[src/rtl/fp_blank_pkg.sv]
package fp_blank_pkg;
  typedef enum logic [1:0] {
    MODE_EMU  = 2'b00,
    MODE_CGA  = 2'b01,
    MODE_HERC = 2'b10,
    MODE_RSVD = 2'b11
  } disp_mode_e;

  typedef enum logic [1:0] {
    DRV_LOW  = 2'b00,
    DRV_HIGH = 2'b01,
    DRV_HIZ  = 2'b10,
    DRV_HIZ2 = 2'b11
  } off_drv_e;

  typedef enum logic [2:0] {
    SEL_PIX  = 3'd0,
    SEL_DFLT = 3'd1,
    SEL_LOW  = 3'd2,
    SEL_HIGH = 3'd3,
    SEL_HIZ  = 3'd4
  } out_sel_e;
endpackage

[src/rtl/fp_blank_detect.sv]
module fp_blank_detect
  import fp_blank_pkg::*;
(
  input  logic [1:0] mode_i,
  input  logic       seq_off_i,
  input  logic       vid_en_i,
  output logic       blank_o
);
  disp_mode_e mode;
  assign mode = disp_mode_e'(mode_i);

  always_comb begin
    unique case (mode)
      MODE_CGA, MODE_HERC: blank_o = ~vid_en_i;
      default:             blank_o = seq_off_i;  // emulation and reserved
    endcase
  end
endmodule

[src/rtl/fp_out_prio.sv]
module fp_out_prio
  import fp_blank_pkg::*;
(
  input  logic       standby_i,
  input  logic       panel_off_i,
  input  logic [1:0] off_drv_i,
  input  logic       blank_i,
  input  logic       fp_blank_i,
  input  logic       sub_en_i,
  output out_sel_e   sel_o
);
  off_drv_e drv;
  assign drv = off_drv_e'(off_drv_i);

  always_comb begin
    if (standby_i) begin
      sel_o = SEL_HIZ;
    end else if (panel_off_i) begin
      unique case (drv)
        DRV_LOW:  sel_o = SEL_LOW;
        DRV_HIGH: sel_o = SEL_HIGH;
        default:  sel_o = SEL_HIZ;
      endcase
    end else if (blank_i || (sub_en_i && fp_blank_i)) begin
      sel_o = SEL_DFLT;
    end else begin
      sel_o = SEL_PIX;
    end
  end
endmodule

[src/rtl/fp_out_mux.sv]
module fp_out_mux
  import fp_blank_pkg::*;
#(
  parameter int PIX_W = 8
) (
  input  out_sel_e         sel_i,
  input  logic [PIX_W-1:0] pix_i,
  input  logic [PIX_W-1:0] dflt_i,
  output logic [PIX_W-1:0] pix_o,
  output logic             oe_o
);
  always_comb begin
    oe_o  = 1'b1;
    pix_o = pix_i;
    unique case (sel_i)
      SEL_DFLT: pix_o = dflt_i;
      SEL_LOW:  pix_o = '0;
      SEL_HIGH: pix_o = '1;
      SEL_HIZ: begin
        pix_o = '0;
        oe_o  = 1'b0;
      end
      default:  pix_o = pix_i;
    endcase
  end
endmodule

[src/rtl/fp_blank_sel.sv]
module fp_blank_sel
  import fp_blank_pkg::*;
#(
  parameter int PIX_W = 8
) (
  input  logic             clk_i,
  input  logic             rst_ni,
  input  logic [PIX_W-1:0] pix_i,
  input  logic [PIX_W-1:0] dflt_i,
  input  logic [1:0]       mode_i,
  input  logic             seq_off_i,
  input  logic             vid_en_i,
  input  logic             fp_blank_i,
  input  logic             sub_en_i,
  input  logic             panel_off_i,
  input  logic [1:0]       off_drv_i,
  input  logic             standby_i,
  output logic [PIX_W-1:0] pix_o,
  output logic             oe_o
);
  logic             blank;
  out_sel_e         sel;
  logic [PIX_W-1:0] pix_nxt;
  logic             oe_nxt;

  fp_blank_detect u_detect (
    .mode_i    (mode_i),
    .seq_off_i (seq_off_i),
    .vid_en_i  (vid_en_i),
    .blank_o   (blank)
  );

  fp_out_prio u_prio (
    .standby_i   (standby_i),
    .panel_off_i (panel_off_i),
    .off_drv_i   (off_drv_i),
    .blank_i     (blank),
    .fp_blank_i  (fp_blank_i),
    .sub_en_i    (sub_en_i),
    .sel_o       (sel)
  );

  fp_out_mux #(.PIX_W(PIX_W)) u_mux (
    .sel_i  (sel),
    .pix_i  (pix_i),
    .dflt_i (dflt_i),
    .pix_o  (pix_nxt),
    .oe_o   (oe_nxt)
  );

  always_ff @(posedge clk_i or negedge rst_ni) begin
    if (!rst_ni) begin
      pix_o <= '0;
      oe_o  <= 1'b0;
    end else begin
      pix_o <= pix_nxt;
      oe_o  <= oe_nxt;
    end
  end

  a_r8_standby_release: assert property (@(posedge clk_i) disable iff (!rst_ni)
    standby_i |=> (!oe_o && pix_o == '0));

  a_r7_off_high: assert property (@(posedge clk_i) disable iff (!rst_ni)
    (!standby_i && panel_off_i && off_drv_i == 2'b01) |=> (oe_o && pix_o == '1));

  a_r7_off_release: assert property (@(posedge clk_i) disable iff (!rst_ni)
    (!standby_i && panel_off_i && off_drv_i[1]) |=> !oe_o);

  a_r5_blank_dflt: assert property (@(posedge clk_i) disable iff (!rst_ni)
    (!standby_i && !panel_off_i && blank) |=> (oe_o && pix_o == $past(dflt_i)));

  a_r2_pass: assert property (@(posedge clk_i) disable iff (!rst_ni)
    (!standby_i && !panel_off_i && !blank && !(sub_en_i && fp_blank_i))
      |=> (oe_o && pix_o == $past(pix_i)));

  a_r4_cga_seq_ignored: assert property (@(posedge clk_i) disable iff (!rst_ni)
    (mode_i inside {2'b01, 2'b10} && vid_en_i) |-> !blank);

  a_r3_emu_vid_ignored: assert property (@(posedge clk_i) disable iff (!rst_ni)
    (mode_i inside {2'b00, 2'b11}) |-> (blank == seq_off_i));
endmodule

[config.mk]
export PLATFORM = sky130hd
export DESIGN_NAME = fp_blank_sel
export DESIGN_NICKNAME = d
export VERILOG_FILES = /design/src/rtl/fp_blank_pkg.sv /design/src/rtl/fp_blank_detect.sv /design/src/rtl/fp_out_prio.sv /design/src/rtl/fp_out_mux.sv /design/src/rtl/fp_blank_sel.sv
export SDC_FILE = /design/constraint.sdc
export NUM_CORES = 1
export LEC_CHECK = 0
export BUFFER_PORTS_ARGS = -buffer_cell sky130_fd_sc_hd__buf_4
export CAP_MARGIN = 20
export CORE_AREA = 2 2 39 41
export CTS_CLUSTER_SIZE = 14
export DETAILED_ROUTE_END_ITERATION = 8
export DIE_AREA = 0 0 41 43
export GPL_TIMING_DRIVEN = 1
export PLACE_DENSITY = 0.78
export SLEW_MARGIN = 10
export SYNTH_ARGS = -nofsm -noshare
export SYNTH_HDL_FRONTEND = slang
export SYNTH_SLANG_ARGS = --single-unit
[constraint.sdc]
create_clock -name clk_i -period 0.8 [get_ports clk_i]
set_clock_uncertainty 0.2 [all_clocks]
set_input_delay 0.04 -clock clk_i [delete_from_list [all_inputs] [get_ports clk_i]]
set_output_delay 0.04 -clock clk_i [all_outputs]
set_load 0.01 [all_outputs]
# After elaboration in Yosys (flattened, before gate mapping)

Index checks and enable logic that the tools add are counted.

Bits of input ports: 28
Latch bits: 0
Memories: 0
RAM bits: 0
Word-level logic and storage cells: 22
Bits in read-only memories: 0
Output and inout port bits: 9
Register bits: 9

Muxes and demuxes: 7
Multipliers: 0
Add/sub/neg operators: 0
Div/mod/pow operators: 0
$lt $le $gt $ge: 0
Eq/ne operators: 7
Bitwise logic cells: 1
Shifts and indexed selects: 0
Reductions and logical operators: 5

Operators with widths:

| kind                 | count |
|---|---|
| $pmux W8 S3          | 1 |
| $eq A3 B2 Y1 const B | 2 |
| $mux W3              | 2 |
| $pmux W3 S2          | 1 |
| $eq A2 B1 Y1 const B | 2 |
| $reduce_or A2 Y1     | 2 |
| $eq A3 B1 Y1 const B | 1 |
| $eq A3 B3 Y1 const B | 1 |
| $mux W1              | 3 |
| $eq A2 B2 Y1 const B | 1 |
| $logic_not A2 Y1     | 1 |
| $logic_and A1 B1 Y1  | 1 |
| $logic_or A1 B1 Y1   | 1 |
| $not A1 Y1           | 1 |

# Logic depth before layout (Yosys ltp)

Word-level depth: 10
Mapped depth: 4
Gate-level depth less buffers: 4

# By module

A second synthesis with hierarchy kept.

Cell total of the unflattened synthesis: 49
Area total of the unflattened synthesis: 506.7 µm²

By module, submodules not included:

| module          | times used | area each (µm²) | cells each | sequential area each (µm²) |
|---|---|---|---|---|
| fp_blank_sel    | 1          | 225.2           | 9          | 225.2 |
| fp_out_mux      | 1          | 222.7           | 32         | 0.0 |
| fp_out_prio     | 1          | 36.3            | 5          | 0.0 |
| fp_blank_detect | 1          | 22.5            | 3          | 0.0 |

# Worst setup path before layout

No wires, ideal clock.

Path type: input port to flip-flop
From: input port mode_i[0]
To: register pix_o[0]
Setup time: 0.135 ns
Data required time: 0.465 ns
Stages on the path: 4
Slack: -0.335 ns
Path buffers: 0
Data arrival time: 0.800 ns
Cell sequence: xnor2_1 > mux2_4 > o21ai_1 > a2bb2oi_2

Cells in the longest elaborated chain, start to end: 10
Elaborated cells between the ends (all ways): 14
Classes of those cells: eq/ne: 6; mux: 5; reduce/logical: 3

RTL lines:

| element                                      | RTL line              | source |
|---|---|---|
| start: declaration                           | fp_blank_sel.sv:10    | `input logic [1:0] mode_i,` |
| $eq A2 B1 Y1 or $eq A2 B2 Y1 (tied branches) | fp_blank_detect.sv:13 | `unique case (mode)` |
| $reduce_or A2 Y1 *                           | fp_blank_detect.sv:13 |  |
| $mux W1 *                                    | fp_blank_detect.sv:13 |  |
| $logic_or A1 B1 Y1 *                         | fp_out_prio.sv:24     | `end else if (blank_i \|\| (sub_en_i && fp_blank_i)) begin` |
| $mux W1 *                                    | fp_out_prio.sv:24     |  |
| $mux W3 *                                    | fp_out_prio.sv:18     | `end else if (panel_off_i) begin` |
| $mux W3 *                                    | fp_out_prio.sv:16     | `if (standby_i) begin` |
| $eq A3 B2 Y1 or $eq A3 B3 Y1 (tied branches) | fp_out_mux.sv:15      | `unique case (sel_i)` |
| $reduce_or A2 Y1 (no line)                   | --                    |  |
| $pmux W8 S3 *                                | fp_out_mux.sv:15      |  |
| named net pix_nxt[0]                         | fp_blank_sel.sv:23    | `logic [PIX_W-1:0] pix_nxt;` |
| end signal: assignment                       | fp_blank_sel.sv:56    | `pix_o <= pix_nxt;` |
| end: declaration                             | fp_blank_sel.sv:18    | `output logic [PIX_W-1:0] pix_o,` |

Mark *: on every way through the listed nets, which the timed path passes. The rest lies on a longest branch.

# Worst setup path in the final report

From: input port mode_i[1]
To: register pix_o[2]

The elaborated chain is that of the path after synthesis.

==> flow_metrics.py <==
metrics = {
    "route": {
        "post_drt_wl_per_cell_um": 13.0,
        "wirelength_mm": 1.25,
        "ant_nets": 0,
        "drt_first_pass_iters": 2,
        "drt_iter0_drc": 4,
        "vias": 466,
        "drc": 0,
        "via_per_inst": 4.85,
    },
    "global_routing": {
        "grt_pass1_wl_mm": 1.99,
        "grt_usage_pct": 17.0,
        "grt_pass1_vias": 475,
        "antenna_found_initial": 0,
        "grt.overflow.total": 0,
        "grt_max_degree": 10,
    },
    "hold_path": {
        "hold_depth": 2,
        "min_from": "off_drv_i[1]",
        "min_path_type": "input port to flip-flop",
        "whs_endpoint": "oe_o",
    },
    "timing": {
        "setup_viol": 17,
        "fin_crit_ns": 1.00,
        "worst_hold_slack_ns": -0.246,
        "hold_violations": 18,
        "worst_pin_slew_ns": 0.220,
        "grt_setup_unrepaired": "true",
        "period_share_pct": 125,
        "max_freq_mhz": 999,
        "worst_slack_ns": -0.201,
        "slew_violations": 0,
        "relSlewSlack_pct": 85.3,
    },
    "critical_path": {
        "endpoint_kind": "flip-flop",
        "cp_max_fo": 5,
        "worstPathArrival_ns": 0.94,
        "cp_data_required_time_ns": 0.74,
        "worstSetupStartpointType": "input port",
        "critPathKind": "input port to flip-flop",
    },
    "clock_network": {
        "clk_path_buf_depth": 2,
        "hold_buffers": 1,
        "cts_buffers": 3,
        "cts.root.buffer_cell": "clkbuf_4",
        "cts_tree": "built",
        "cts.clk_slew.worst_paths_ns": 0.06,
        "h-tree-depth": 1,
        "cts_sinks": 9,
    },
    "finish": {
        "finish.utilization_pct": 67.9,
        "syn_to_final_growth_pct": 102,
        "n_antenna_cell": 0,
        "nets": 109,
        "drive_above_1_share_pct": 78.8,
    },
    "synthesis": {
        "ys_types": 14,
        "synth_area_um2": 464,
        "synth-seq-area-share_pct": 48.5,
        "syn_nets": 63,
        "synth_fa_ha_area_share_pct": 0,
        "synth_flop_cell": "dfrtp_1",
        "synth_xor_area_share_pct": 1.89,
        "synthSimpleGateAreaFrac_pct": 9.97,
        "syn_inst": 35,
        "yosysWarningCount": 0,
        "synth_top_family_by_area": "compound AO/OA/AOI/OAI gates",
        "ys_seq_elements": 9,
        "synth_enable_flop_cells": 0,
        "synth.mux.area_fraction_pct": 3.23,
        "synth_compound_area_share_pct": 35.6,
        "synthArstFlopShare_pct": 100,
        "avgSynthCellArea_um2": 13.3,
    },
    "job": {
        "drv_cap": 0,
    },
    "die": {
        "die_h_um": 43,
        "die_x_um": 41,
        "fp.coreArea_um2": 1380,
        "pin_count": 37,
        "std_cell_rows": 14,
        "fp.dieArea_um2": 1760,
        "initial_core_util_pct": 33.5,
    },
    "outcome": {
        "status": "finished with violations",
        "violations": "negative hold slack, negative setup slack",
    },
    "power": {
        "power.density_nw_per_um2": 1360,
        "leakage_nw": 0.429,
        "irDropWorstVdd_mv": 0.535,
    },
    "placement": {
        "io_buffers": 36,
        "dp_hpwl_mm": 1.01,
        "gp_congestion": 0.748,
    },
}
## metal layers
layer / vias up / routed length (um) / global-route usage [%]
met1: 212 / 474 / 18.0
li1: 227 / - / -
met3: 2 / 98 / 2.62
met2: 25 / 666 / 29.1
met5: - / 0 / 0
met4: 0 / 10 / 10.0
## cells in the mapped netlist, types with 2 or more instances
| library cell | number | area share, % |
|---|---|---|
| a21oi_1 | 2 | 2.2 |
| a2bb2oi_2 | 7 | 23 |
| dfrtp_1 | 9 | 49 |
| o21ai_1 | 7 | 7.5 |
## logic make-up (layout without fill, tap and decap cells)
group	count (synthesis)	count (layout)
XOR/XNOR	1	1
flip-flops	9	9
AO/OA/AOI/OAI	18	18
buffers and inverters	1	45
multiplexers	1	2
AND/OR/NAND/NOR	5	5
## flip-flops by register name, summed over array words and instances (netlist names)
register and flops:
pix_o 8, oe_o 1
## cell usage in the layout, fill, tap and decap left out, drive strengths merged
cell type    count
a21boi           1
a21oi            2
a2bb2oi          7
buf             40
clkbuf           4
dfrtp            9
dlygate4sd3      1
mux2             2
nand2            2
nand3            1
nand4bb          1
nor2             1
o211ai           1
o21ai            7
xnor2            1
## final cells by class
| type | count | area, um2 |
|---|---|---|
| repair buffers | 41 | 355 |
| clock buffers | 4 | 26.3 |
| fillers | 100 | 444 |
| well taps | 16 | 20.0 |
| flip-flops and latches | 9 | 225 |
| multi-input cells | 26 | 313 |
## timing repair
item	CTS	global route
cloned	1	0
resized for setup	15	0
buffers inserted	0	0
pin swaps	5	2
endpoints found under the setup margin	17	17
hold endpoints to repair	18	18
## worst max-delay path by stage
stage | to | slack (ns) | start | cells past startpoint
after floorplan | pix_o[0] | -0.30 | mode_i[0] | 4
after global placement | pix_o[2] | -0.47 | mode_i[0] | 5
after detailed placement | pix_o[2] | -0.51 | mode_i[0] | 5
after CTS | pix_o[4] | -0.22 | pix_o[4] | 1
after global routing | pix_o[0] | -0.24 | pix_o[0] | 1
final | pix_o[2] | -0.20 | mode_i[1] | 5
## worst max-delay path, cell delays in order
cell and delay [ns]:
buf_8 0.10, xnor2_4 0.18, mux2_4 0.39, o21ai_4 0.15, a2bb2oi_2 0.08
## power by group
part / internal [mW] / switching, mW / leakage [nW]
clock: 0.191 / 0.145 / 0.0150
sequential: 0.490 / 0.0160 / 0.117
combinational: 0.263 / 0.169 / 0.297
total: 0.945 / 0.331 / 0.429
## metrics by stage
stage / cells / total power [mW] / area (um2) / setup WS [ns] / TNS, ns
after floorplan: 35 / 0.678 / 519 / -0.299 / -2.37
after global placement: 90 / 0.882 / 836 / -0.473 / -3.64
after detailed placement: 90 / 0.893 / 836 / -0.507 / -3.81
after CTS: 96 / 1.29 / 940 / -0.219 / -3.14
after global routing: 96 / 1.36 / 940 / -0.238 / -3.51
final: 96 / 1.28 / 940 / -0.201 / -3.04
Note: power is estimated with default switching activity, not from simulation.
